$ cat config.mk
export PLATFORM = sky130hd
export DESIGN_NAME = fw_table_loader
export DESIGN_NICKNAME = d
export VERILOG_FILES = /design/src/rtl/fwl_pkg.sv /design/src/rtl/fwl_byte_reader.sv /design/src/rtl/fwl_guard.sv /design/src/rtl/fw_table_loader.sv
export SDC_FILE = /design/constraint.sdc
export NUM_CORES = 1
export LEC_CHECK = 0
export ABC_CLOCK_PERIOD_IN_PS = 3000
export CELL_PAD_IN_SITES_DETAIL_PLACEMENT = 2
export CELL_PAD_IN_SITES_GLOBAL_PLACEMENT = 2
export CORE_ASPECT_RATIO = 1.75
export CORE_MARGIN = 1
export CORE_UTILIZATION = 33
export CTS_CLUSTER_DIAMETER = 50
export DETAILED_ROUTE_END_ITERATION = 8
export PLACE_DENSITY_LB_ADDON = 0.15
export REMOVE_ABC_BUFFERS = 1
export SYNTH_ARGS = -nofsm -noshare
export SYNTH_HDL_FRONTEND = slang
export SYNTH_SLANG_ARGS = --single-unit
$ cat constraint.sdc
create_clock -name clk -period 3 [get_ports clk]
set_input_delay 0.6 -clock clk [delete_from_list [all_inputs] [get_ports clk]]
set_output_delay 0.6 -clock clk [all_outputs]
set_load 0.02 [all_outputs]
$ cat src/rtl/fwl_pkg.sv
package fwl_pkg;

    typedef enum logic [1:0] {
        W_IDLE,
        W_ADR,
        W_LEN,
        W_DATA
    } walk_st_e;

    typedef enum logic [1:0] {
        RD_IDLE,
        RD_HI,
        RD_CAP
    } rd_st_e;

    localparam logic [1:0] ERR_NONE  = 2'b00;
    localparam logic [1:0] ERR_ODD   = 2'b01;
    localparam logic [1:0] ERR_GUARD = 2'b10;

endpackage

$ cat src/rtl/fwl_byte_reader.sv
// Assembles one little-endian 16-bit word from two single-cycle-latency
// byte reads. Accepts a request only while idle.
module fwl_byte_reader
    import fwl_pkg::*;
#(
    parameter int AW = 16
) (
    input  logic          clk,
    input  logic          rst_n,
    input  logic          req,
    input  logic [AW-1:0] addr,
    output logic          busy,
    output logic          word_valid,
    output logic [15:0]   word,
    output logic          src_rd_en,
    output logic [AW-1:0] src_rd_addr,
    input  logic [7:0]    src_rd_data
);

    typedef struct packed {
        rd_st_e        st;
        logic [AW-1:0] base;
        logic [7:0]    lo;
    } rd_t;

    rd_t r_q, r_d;

    always_comb begin
        r_d         = r_q;
        src_rd_en   = 1'b0;
        src_rd_addr = r_q.base;
        word_valid  = 1'b0;
        word        = {src_rd_data, r_q.lo};
        case (r_q.st)
            RD_IDLE: begin
                if (req) begin
                    src_rd_en   = 1'b1;
                    src_rd_addr = addr;
                    r_d.base    = addr;
                    r_d.st      = RD_HI;
                end
            end
            RD_HI: begin
                src_rd_en   = 1'b1;
                src_rd_addr = r_q.base + AW'(1);
                r_d.lo      = src_rd_data;
                r_d.st      = RD_CAP;
            end
            RD_CAP: begin
                word_valid = 1'b1;
                r_d.st     = RD_IDLE;
            end
            default: r_d.st = RD_IDLE;
        endcase
    end

    assign busy = (r_q.st != RD_IDLE);

    always_ff @(posedge clk) begin
        if (!rst_n) begin
            r_q <= '{st: RD_IDLE, base: '0, lo: '0};
        end else begin
            r_q <= r_d;
        end
    end


    hi_byte_follows_chk: assert property (@(posedge clk) disable iff (!rst_n)
        (r_q.st == RD_HI) |-> (src_rd_en && src_rd_addr == $past(src_rd_addr) + AW'(1)));


    no_read_in_capture_chk: assert property (@(posedge clk) disable iff (!rst_n)
        word_valid |-> !src_rd_en);

endmodule

$ cat src/rtl/fwl_guard.sv
// Counts words copied in one walk and flags when the limit is reached.
module fwl_guard #(
    parameter int LIMIT = 65535
) (
    input  logic clk,
    input  logic rst_n,
    input  logic clr,
    input  logic inc,
    output logic full
);

    localparam int CW = $clog2(LIMIT + 1);

    typedef struct packed {
        logic [CW-1:0] cnt;
    } g_t;

    g_t g_q, g_d;

    always_comb begin
        g_d = g_q;
        if (clr) begin
            g_d.cnt = '0;
        end else if (inc && !full) begin
            g_d.cnt = g_q.cnt + CW'(1);
        end
    end

    assign full = (g_q.cnt == CW'(LIMIT));

    always_ff @(posedge clk) begin
        if (!rst_n) begin
            g_q <= '{cnt: '0};
        end else begin
            g_q <= g_d;
        end
    end


    guard_bound_chk: assert property (@(posedge clk) disable iff (!rst_n)
        g_q.cnt <= CW'(LIMIT));


    guard_no_inc_when_full_chk: assert property (@(posedge clk) disable iff (!rst_n)
        (full && !clr) |=> full);

endmodule

$ cat src/rtl/fw_table_loader.sv
module fw_table_loader
    import fwl_pkg::*;
#(
    parameter int          SRC_AW      = 16,
    parameter int          CNT_W       = 16,
    parameter int          GUARD_LIMIT = 65535,
    parameter logic [15:0] MIN_ADR     = 16'h2500
) (
    input  logic              clk,
    input  logic              rst_n,
    input  logic              start,
    input  logic [SRC_AW-1:0] entry_ptr,
    output logic              src_rd_en,
    output logic [SRC_AW-1:0] src_rd_addr,
    input  logic [7:0]        src_rd_data,
    output logic              tgt_wr_en,
    output logic [15:0]       tgt_wr_addr,
    output logic [15:0]       tgt_wr_data,
    output logic              busy,
    output logic              done,
    output logic              error,
    output logic [1:0]        err_code,
    output logic [CNT_W-1:0]  entry_count
);

    localparam logic [SRC_AW-1:0] WSTEP = SRC_AW'(2);

    typedef struct packed {
        walk_st_e          st;
        logic              pend;
        logic [SRC_AW-1:0] ptr;
        logic [15:0]       tgt;
        logic [15:0]       remain;
        logic [CNT_W-1:0]  cnt;
        logic              wr_en;
        logic [15:0]       wr_addr;
        logic [15:0]       wr_data;
        logic              done;
        logic              err;
        logic [1:0]        code;
    } w_t;

    w_t w_q, w_d;

    logic        rd_req;
    logic        rd_busy;
    logic        word_valid;
    logic [15:0] word;
    logic        guard_clr;
    logic        guard_inc;
    logic        guard_full;

    fwl_byte_reader #(.AW(SRC_AW)) u_reader (
        .clk        (clk),
        .rst_n      (rst_n),
        .req        (rd_req),
        .addr       (w_q.ptr),
        .busy       (rd_busy),
        .word_valid (word_valid),
        .word       (word),
        .src_rd_en  (src_rd_en),
        .src_rd_addr(src_rd_addr),
        .src_rd_data(src_rd_data)
    );

    fwl_guard #(.LIMIT(GUARD_LIMIT)) u_guard (
        .clk  (clk),
        .rst_n(rst_n),
        .clr  (guard_clr),
        .inc  (guard_inc),
        .full (guard_full)
    );

    always_comb begin
        w_d       = w_q;
        w_d.wr_en = 1'b0;
        w_d.done  = 1'b0;
        w_d.err   = 1'b0;
        rd_req    = 1'b0;
        guard_clr = 1'b0;
        guard_inc = 1'b0;

        if (w_q.st == W_IDLE) begin
            if (start) begin
                w_d.st    = W_ADR;
                w_d.ptr   = entry_ptr;
                w_d.cnt   = '0;
                w_d.code  = ERR_NONE;
                w_d.pend  = 1'b0;
                guard_clr = 1'b1;
            end
        end else begin
            rd_req = !w_q.pend && !rd_busy;
            if (rd_req) begin
                w_d.pend = 1'b1;
            end
            if (word_valid) begin
                w_d.pend = 1'b0;
                case (w_q.st)
                    W_ADR: begin
                        if (word < MIN_ADR) begin
                            w_d.done = 1'b1;
                            w_d.st   = W_IDLE;
                        end else if (word[0]) begin
                            w_d.err  = 1'b1;
                            w_d.code = ERR_ODD;
                            w_d.st   = W_IDLE;
                        end else begin
                            w_d.tgt = {1'b0, word[15:1]};
                            w_d.ptr = w_q.ptr + WSTEP;
                            w_d.st  = W_LEN;
                        end
                    end
                    W_LEN: begin
                        w_d.ptr = w_q.ptr + WSTEP;
                        if (word == 16'd0) begin
                            w_d.cnt = w_q.cnt + CNT_W'(1);
                            w_d.st  = W_ADR;
                        end else begin
                            w_d.remain = word;
                            w_d.st     = W_DATA;
                        end
                    end
                    W_DATA: begin
                        if (guard_full) begin
                            w_d.err  = 1'b1;
                            w_d.code = ERR_GUARD;
                            w_d.st   = W_IDLE;
                        end else begin
                            guard_inc   = 1'b1;
                            w_d.wr_en   = 1'b1;
                            w_d.wr_addr = w_q.tgt;
                            w_d.wr_data = word;
                            w_d.tgt     = w_q.tgt + 16'd1;
                            w_d.ptr     = w_q.ptr + WSTEP;
                            w_d.remain  = w_q.remain - 16'd1;
                            if (w_q.remain == 16'd1) begin
                                w_d.cnt = w_q.cnt + CNT_W'(1);
                                w_d.st  = W_ADR;
                            end
                        end
                    end
                    default: w_d.st = W_IDLE;
                endcase
            end
        end
    end

    always_ff @(posedge clk) begin
        if (!rst_n) begin
            w_q <= '{st: W_IDLE, pend: 1'b0, ptr: '0, tgt: '0, remain: '0,
                     cnt: '0, wr_en: 1'b0, wr_addr: '0, wr_data: '0,
                     done: 1'b0, err: 1'b0, code: ERR_NONE};
        end else begin
            w_q <= w_d;
        end
    end

    assign busy        = (w_q.st != W_IDLE);
    assign done        = w_q.done;
    assign error       = w_q.err;
    assign err_code    = w_q.code;
    assign entry_count = w_q.cnt;
    assign tgt_wr_en   = w_q.wr_en;
    assign tgt_wr_addr = w_q.wr_addr;
    assign tgt_wr_data = w_q.wr_data;


    done_error_excl_chk: assert property (@(posedge clk) disable iff (!rst_n)
        !(done && error));


    done_single_chk: assert property (@(posedge clk) disable iff (!rst_n)
        done |=> !done);


    error_single_chk: assert property (@(posedge clk) disable iff (!rst_n)
        error |=> !error);


    done_idle_chk: assert property (@(posedge clk) disable iff (!rst_n)
        done |-> !busy);


    error_code_set_chk: assert property (@(posedge clk) disable iff (!rst_n)
        error |-> (err_code != ERR_NONE && !busy));


    write_only_busy_chk: assert property (@(posedge clk) disable iff (!rst_n)
        tgt_wr_en |-> busy);


    count_hold_idle_chk: assert property (@(posedge clk) disable iff (!rst_n)
        (!busy && !$past(start)) |=> $stable(entry_count) || busy);


    no_read_idle_chk: assert property (@(posedge clk) disable iff (!rst_n)
        !busy |-> !src_rd_en);

endmodule

==> results by group, run 1 <==
Status
  • Outcome: complete, no violations

Clocking
  • Sink Count: 146
  • Root Buffer: clkbuf_16
  • Clk pin slew, worst setup/hold paths: ~60 ps
  • Total CTS buffers: 17
  • H-tree Lvls: 4
  • CTS tree: built
  • Hold buffer count at cts: 0
  • Post-CTS Setup Bufs: 0
  • Longest Clk Path Bufs: 2
  • Worst skew pair latency: 450 ps

Drt
  • Top Metal Used: met4
  • Final ANT Viol Nets: 0
  • DRC Markers: 0
  • WL/cell: 21.7 um
  • Via count: 8,448
  • Met2 Wirelength: 17,900 um
  • M1 WL: 11,900 um
  • Total wire length: 31,600 um
  • 1st-pass router iterations: 4
  • Metal3 WL: between 600 and 700 um
  • Initial detailed-routing violation count: roughly 260
  • Vias per cell: 5.80

Yosys
  • Main synth FF type: dfxtp_1
  • EDFF count, synth: 0
  • Mapped Area: 8040 um^2
  • Part of the Yosys area used for sequential elements: 36.4%
  • YS warnings: 0
  • Post-synthesis async set-or-reset flop share: 0%
  • Avg Inst Size Synth: 7.55 um^2
  • Yosys reg bits: 146
  • Post-synth cell types: 70
  • Post-synthesis cell count: 1,065

Worst setup path
  • Crit path max-delay family: buffers and inverters
  • Crit-path max cell delay: 360 ps
  • Critical path class: reg -> out
  • Critical Path AT: between 2000 and 2500 ps
  • CP Buf/Inv Count: 3
  • CP Capture Type: output pin
  • WP data required: 2400 ps
  • Crit-path max FO: 9
  • CP Cell Sequence: inv_1, ha_4, or3_1, buf_4, nor2_1, a31oi_1, o22a_1, clkdlybuf4s15_2
  • Critical path's slowest cell: or3_1
  • Worst setup SP type: flip-flop

Cells and area
  • Antenna fix cells: 0
  • Fin cells: between 1,000 and 1,500
  • Area grow syn2layout: 25.1%
  • Fillcell total: approximately 2,800
  • NumNets Final: between 1,000 and 1,500
  • Layout cells sized above 1: between 10% and 20%
  • Most frequent cells in the layout: nand2_1, a21oi_1, dfxtp_1, clkdlybuf4s50_1, nor2_1
  • Leading cell type in the layout, fill and taps excluded: nand2_1

GRT
  • Antenna violations before repair: 0
  • GRT Util Overall: 26.1%
  • First-pass GRT wire length: 50,100 um
  • Total congestion overflow: 0
  • Pin count of the biggest net entering global routing: 41
  • Vias in the first global route: 9,133

STA
  • RSZ-0062 raised after global routing: no
  • Post-Route Setup TNS: 0 ps
  • F_max: 0.343 GHz
  • Min cycle time layout: 2910 ps
  • Relative slew slack: 33.6%
  • Worst slew pin tran: roughly 990 ps
  • Max Clock Skew: about 7.5 ps
  • Worst Setup Slack, final: 85.8 ps
  • Max-slew violation count: 0
  • Tcrit/Tclk final: 97.1%
  • Final setup violation count: 0
  • Final Hold Fails: 0

Power
  • P_leak: ~3.5 nW
  • PD cells: around 490 nW/um^2
  • Peak supply drop: 0.441 mV

Placement
  • Post-DP HPWL: roughly 23,000 um
  • GP Congestion: 0.879
  • Post-place setup slack: -222 ps
  • Placed Cells incl. Taps: 1,424
  • Port Buffers: 97

Die
  • Number of cell rows: 75
  • Core ar.: 23,900 um^2
  • Die Area: 25,000 um^2
  • IO Pins: 98
  • Die width: ~120 um
  • Chip height: 208 um
  • Initial core utilization: between 30% and 40%

Worst hold path
  • Min-Delay Path Class: reg -> reg

Job
  • # Max-Cap Violations: 0
==> sequential cells by signal, indices dropped and copies added, names as in the netlist <==
signal / count
u_guard.g_q: 16
err_code: 2
entry_count: 16
done: 1
tgt_wr_data: 16
tgt_wr_en: 1
error: 1
tgt_wr_addr: 16
u_reader.word: 8
u_reader.r_q: 18
w_q: 51
==> per-layer routing <==
| layer | global-route usage (%) | up-vias |
|---|---|---|
| met5 | 0 | - |
| met4 | 12.6 | 0 |
| met3 | 3.45 | 64 |
| met2 | 50.9 | 145 |
| met1 | 26.3 | 4290 |
| li1 | - | 3949 |
==> cell type report <==
class	count	area, um^2	share of cell area (%)
Multi-Input combinational cell	786	4490	44.7
Sequential cell	146	2930	29.1
Timing Repair Buffer	164	1550	15.4
Clock buffer	19	443	4.41
Tap cell	308	385	3.83
Clock inverter	13	185	1.84
Inverter	20	75.1	0.747
==> cell families after synthesis <==
family                   share of synthesized area, %
AND/OR/NAND/NOR                                  26.1
AO/OA/AOI/OAI                                    24.7
flip-flops                                       36.4
buffers and inverters                            8.89
XOR/XNOR                                         1.63
adder cells (fa/ha/maj)                          2.02
multiplexers                                    0.374
==> power breakdown <==
| part | internal (W) | switching, W |
|---|---|---|
| Sequential | 0.00197 | 0.0000538 |
| Combinational | 0.000231 | 0.000362 |
| Clock | 0.00141 | 0.000898 |
| Total | 0.00361 | 0.00131 |
==> worst reg2reg max path, cell delays in order (launching register included) <==
cell and delay [ps]:
dfxtp_1 310, inv_1 140, ha_4 210, buf_4 190, buf_4 240, nand2_1 210, a22oi_1 360, o211ai_2 320
buf_4 260, a221oi_1 310, nor3_1 90
==> Yosys cell counts, types with 13 or more instances <==
| cell type | n | area share, % |
|---|---|---|
| a21oi_1 | 143 | 8.9 |
| nand3_1 | 39 | 2.4 |
| nor2_1 | 69 | 3.2 |
| dfxtp_1 | 146 | 36 |
| ha_1 | 13 | 2.0 |
| clkbuf_1 | 50 | 2.3 |
| o31ai_1 | 13 | 1.2 |
| o21ai_0 | 57 | 3.5 |
| or4_1 | 18 | 1.7 |
| and3_1 | 13 | 1.0 |
| nand4_1 | 28 | 2.2 |
| buf_4 | 52 | 4.9 |
| inv_1 | 19 | 0.89 |
| nand2_1 | 187 | 8.7 |
| nor3_1 | 25 | 1.6 |
| nor4_1 | 13 | 1.0 |
==> per-stage QoR <==
step | power, W | utilization (%) | instance area [um^2] | hold WS (ps)
after floorplan | 0.00234 | - | 7400 | 436
after CTS | 0.00498 | 41.9 | 10000 | 463
after global placement | 0.00266 | 39.1 | 9370 | 439
after global routing | 0.00510 | 42.0 | 10100 | 488
after detailed placement | 0.00267 | 39.1 | 9370 | 450
final | 0.00493 | 42.0 | 10100 | 455
==> timing repair <==
item                                    CTS  global route
endpoints found under the hold margin     0             0
endpoints found under the setup margin   18             3
resized for setup                        28             9
pin swaps                                 0             1
==> path summary, 6_finish.rpt <==
path | from | to | slack (ps) | cells past startpoint
worst min register to register | tgt_wr_addr[0]$_SDFFE_PN0P_ | tgt_wr_addr[0]$_SDFFE_PN0P_ | 460 | 2
worst min-delay path | tgt_wr_addr[0]$_SDFFE_PN0P_ | tgt_wr_addr[0]$_SDFFE_PN0P_ | 460 | 2
worst max register to register | w_q[102]$_SDFFE_PN0P_ | w_q[93]$_SDFFE_PN0P_ | 230 | 10
worst max-delay path | w_q[103]$_SDFFE_PN0P_ | src_rd_addr[14] | 90 | 8
No activity file was read; power rests on OpenSTA's default activity.
==> run 2, diff against run 1 <==
--- a/config.mk
+++ b/config.mk
@@ -12,9 +12,12 @@
 export CORE_MARGIN = 1
 export CORE_UTILIZATION = 33
 export CTS_CLUSTER_DIAMETER = 50
+export CTS_CLUSTER_SIZE = 8
 export DETAILED_ROUTE_END_ITERATION = 8
+export GPL_TIMING_DRIVEN = 0
 export PLACE_DENSITY_LB_ADDON = 0.15
 export REMOVE_ABC_BUFFERS = 1
+export SLEW_MARGIN = 30
 export SYNTH_ARGS = -nofsm -noshare
 export SYNTH_HDL_FRONTEND = slang
 export SYNTH_SLANG_ARGS = --single-unit
==> results by group, run 2 (synthesis results as in run 1) <==
GRT
  • GR Layer Usage met3: 4.28% (+0.82 points)
  • GRT Util Overall: 25.8% (-0.24 points)
  • First-pass GRT wire length: 49,900 um (-0.35%)
  • Vias in the first global route: 8,981 (-1.7%)
  • Met2 Resource Use GR: 50.0% (-0.95 points)
  • Met1 Usage GRT: 26.5% (+0.17 points)
  • Total congestion overflow: 0 (unchanged)
  • Pin count of the biggest net entering global routing: 61 (+49%)
  • Global route hottest layer: met2
  • Antenna violations before repair: 0 (unchanged)

Status
  • Outcome: complete, no violations

STA
  • Final Hold Fails: 0 (unchanged)
  • Relative slew slack: 43.9% (+10 points)
  • WHS: 455 ps (-0.347 ps)
  • Final setup violation count: 0 (unchanged)
  • Tcrit/Tclk final: 97.3% (+0.21 points)
  • Max-slew violation count: 0 (unchanged)
  • F_max: 0.342 GHz (-0.21%)
  • RSZ-0062 raised after global routing: no
  • Post-Route Setup TNS: 0 ps (unchanged)
  • Worst slew pin tran: 833 ps (-156 ps)
  • Min cycle time layout: 2920 ps (+6.22 ps)
  • Max Clock Skew: 8.35 ps (+0.822 ps)

Worst setup path
  • Reg2Reg Depth: 8 (-2)
  • Crit path max-delay family: simple AND/OR/NAND/NOR gates
  • Critical path's slowest cell: or3_4
  • Most frequent CP cell: buf_4
  • Reg-to-reg critical path startpoint: w_q[102]$_SDFFE_PN0P_
  • CP Buf/Inv Count: 4 (+1)
  • Reg-to-reg endpoint: w_q[95]$_SDFFE_PN0P_
  • Critical path class: reg -> out
  • CP Cell Sequence: inv_2, ha_4, or3_4, buf_4, nor2_4, buf_6, nand2_1, o211ai_1, buf_4
  • CP Capture Type: output pin
  • Crit-path max FO: 7 (-2)
  • Internal reg-to-reg setup slack: 110 ps (-120 ps)
  • Crit-path max cell delay: 410 ps (+50 ps)
  • WP data required: 2400 ps (about the same)
  • Worst setup SP type: flip-flop
  • Critical Path AT: 2320 ps (about the same)

Drt
  • Final ANT Viol Nets: 0 (unchanged)
  • Via count: 8,249 (-2.4%)
  • Initial detailed-routing violation count: 239 (-8.8%)
  • WL/cell: 21.7 um (about the same)
  • 1st-pass router iterations: 4 (unchanged)
  • DRC Markers: 0 (unchanged)
  • Vias per cell: 5.78 (-0.37%)
  • Total wire length: 31,000 um (-2.0%)

Die
  • Initial core utilization: 33.6% (unchanged)
  • Die Area: 25,000 um^2 (unchanged)
  • Number of cell rows: 75 (unchanged)
  • Chip height: 208 um (unchanged)
  • IO Pins: 98 (unchanged)
  • Core ar.: 23,900 um^2 (unchanged)
  • Die width: 120 um (unchanged)

Cells and area
  • Leading cell type in the layout, fill and taps excluded: nand2_1
  • Largest register FFs: 51 (unchanged)
  • NumNets Final: 1,147 (-2.4%)
  • Biggest regs: w_q x51, u_reader.r_q x18
  • Most flops, register: w_q
  • Area grow syn2layout: 22.1%
  • Antenna fix cells: 0 (unchanged)
  • Most frequent cells in the layout: nand2_1, a21oi_1, dfxtp_1, clkdlybuf4s50_1, nor2_1
  • Layout cells sized above 1: 11.3% (-0.41 points)
  • Fin cells: 1,427 (-2.0%)
  • Fillcell total: 2,745 (-0.25%)

Power
  • Clock network fraction of total power: 43.0% (-3.9 points)
  • Switch share: 27.2% (+0.57 points)
  • Comb pwr share: 12.5% (+0.5 points)
  • P_leak: 3.36 nW (-3.6%)
  • Sequential fraction of design power: 44.5% (+3.4 points)
  • Cell Int Power: 0.00333 W (-7.8%)
  • PD cells: 466 nW/um^2 (-4.9%)
  • P_sw: 0.00125 W (-5.1%)
  • Total power: 0.00458 W (-7.1%)
  • Peak supply drop: 0.330 mV (-25%)

Placement
  • Placed Cells incl. Taps: 1,372 (-3.7%)
  • GP Congestion: 0.826 (-6.0%)
  • Port Buffers: 97 (unchanged)
  • Post-DP HPWL: 21,800 um (-6.9%)

Clocking
  • Longest Clk Path Bufs: 2 (unchanged)
  • Root Buffer: clkbuf_16
  • Total CTS buffers: 17 (unchanged)
  • Hold buffer count at cts: 0 (unchanged)
  • H-tree Lvls: 4 (unchanged)
  • Clk pin slew, worst setup/hold paths: 60 ps (about the same)
  • Worst skew pair latency: 440 ps (about the same)
  • CTS tree: built
  • Sink Count: 146 (unchanged)

Worst hold path
  • Worst Hold Depth: 2 (unchanged)
  • Min-Delay Path Class: reg -> reg
  • Worst Hold Launch: tgt_wr_data[6]$_SDFFE_PN0P_
  • Hold EP: tgt_wr_data[6]$_SDFFE_PN0P_

Job
  • # Max-Cap Violations: 0 (unchanged)
[run 2: how the worst max path moves through the flow]
| stage | from | end | slack, ps | cells after the start |
|---|---|---|---|---|
| after global placement | u_guard.g_q[0]$_SDFFE_PP0P_ | tgt_wr_data[1]$_SDFFE_PN0P_ | -8360 | 6 |
| final | w_q[102]$_SDFFE_PN0P_ | src_rd_addr[15] | 80 | 9 |
| after floorplan | u_guard.g_q[0]$_SDFFE_PP0P_ | u_guard.g_q[0]$_SDFFE_PP0P_ | -2680 | 6 |
| after detailed placement | u_reader.r_q[24]$_SDFFE_PN0P_ | src_rd_addr[4] | -1210 | 5 |
| after global routing | u_reader.r_q[12]$_SDFFE_PN0P_ | src_rd_addr[14] | 0.5 | 6 |
| after CTS | w_q[103]$_SDFFE_PN0P_ | src_rd_addr[15] | 20 | 9 |
[run 2: what timing repair did]
action | 4_1_cts | 5_1_grt
pin swaps | 7 | 4
endpoints found under the setup margin | 111 | 49
resized for setup | 75 | 14
setup buffers | 23 | 1
[run 2: worst min-delay path: cells and delay by family (launching register included)]
kind | cells | cell delay, ps
AND/OR/NAND/NOR | 1 | 50
AO/OA/AOI/OAI | 1 | 50
flip-flops | 1 | 310
[run 2: layout make-up]
type,count,area (um^2),area share [%]
well taps,308,385,3.93
inverters,20,85.1,0.867
clock buffers,24,462,4.70
repair buffers,136,1270,13.0
multi-input cells,786,4610,46.9
flip-flops and latches,146,2940,30.0
clock inverters,7,60.1,0.612
[run 2: power groups by stage]
stage	sequential [W]	clock (W)	combinational [W]
final	0.00204	0.00197	0.000571
after global routing	0.00204	0.00210	0.000619
after CTS	0.00203	0.00203	0.000575
after detailed placement	0.00207	0	0.000534
after global placement	0.00207	0	0.000515
after floorplan	0.00205	0	0.000285
[run 2: layer usage]
layer | routed length (um) | share of wire, %
met2 | 17400 | 56
met3 | 716 | 2.3
met4 | 1090 | 3.5
met1 | 11800 | 38
met5 | 0 | 0
[run 2: through the flow]
step	util, %	cell area, um^2	worst slack, ps
4_1_cts	40.8	9760	15.3
3_5_place_dp	37.3	8930	-1210
3_3_place_gp	36.6	8760	-8360
6_report	41.0	9820	79.6
2_1_floorplan	-	7400	-2680
5_1_grt	41.0	9820	0.532
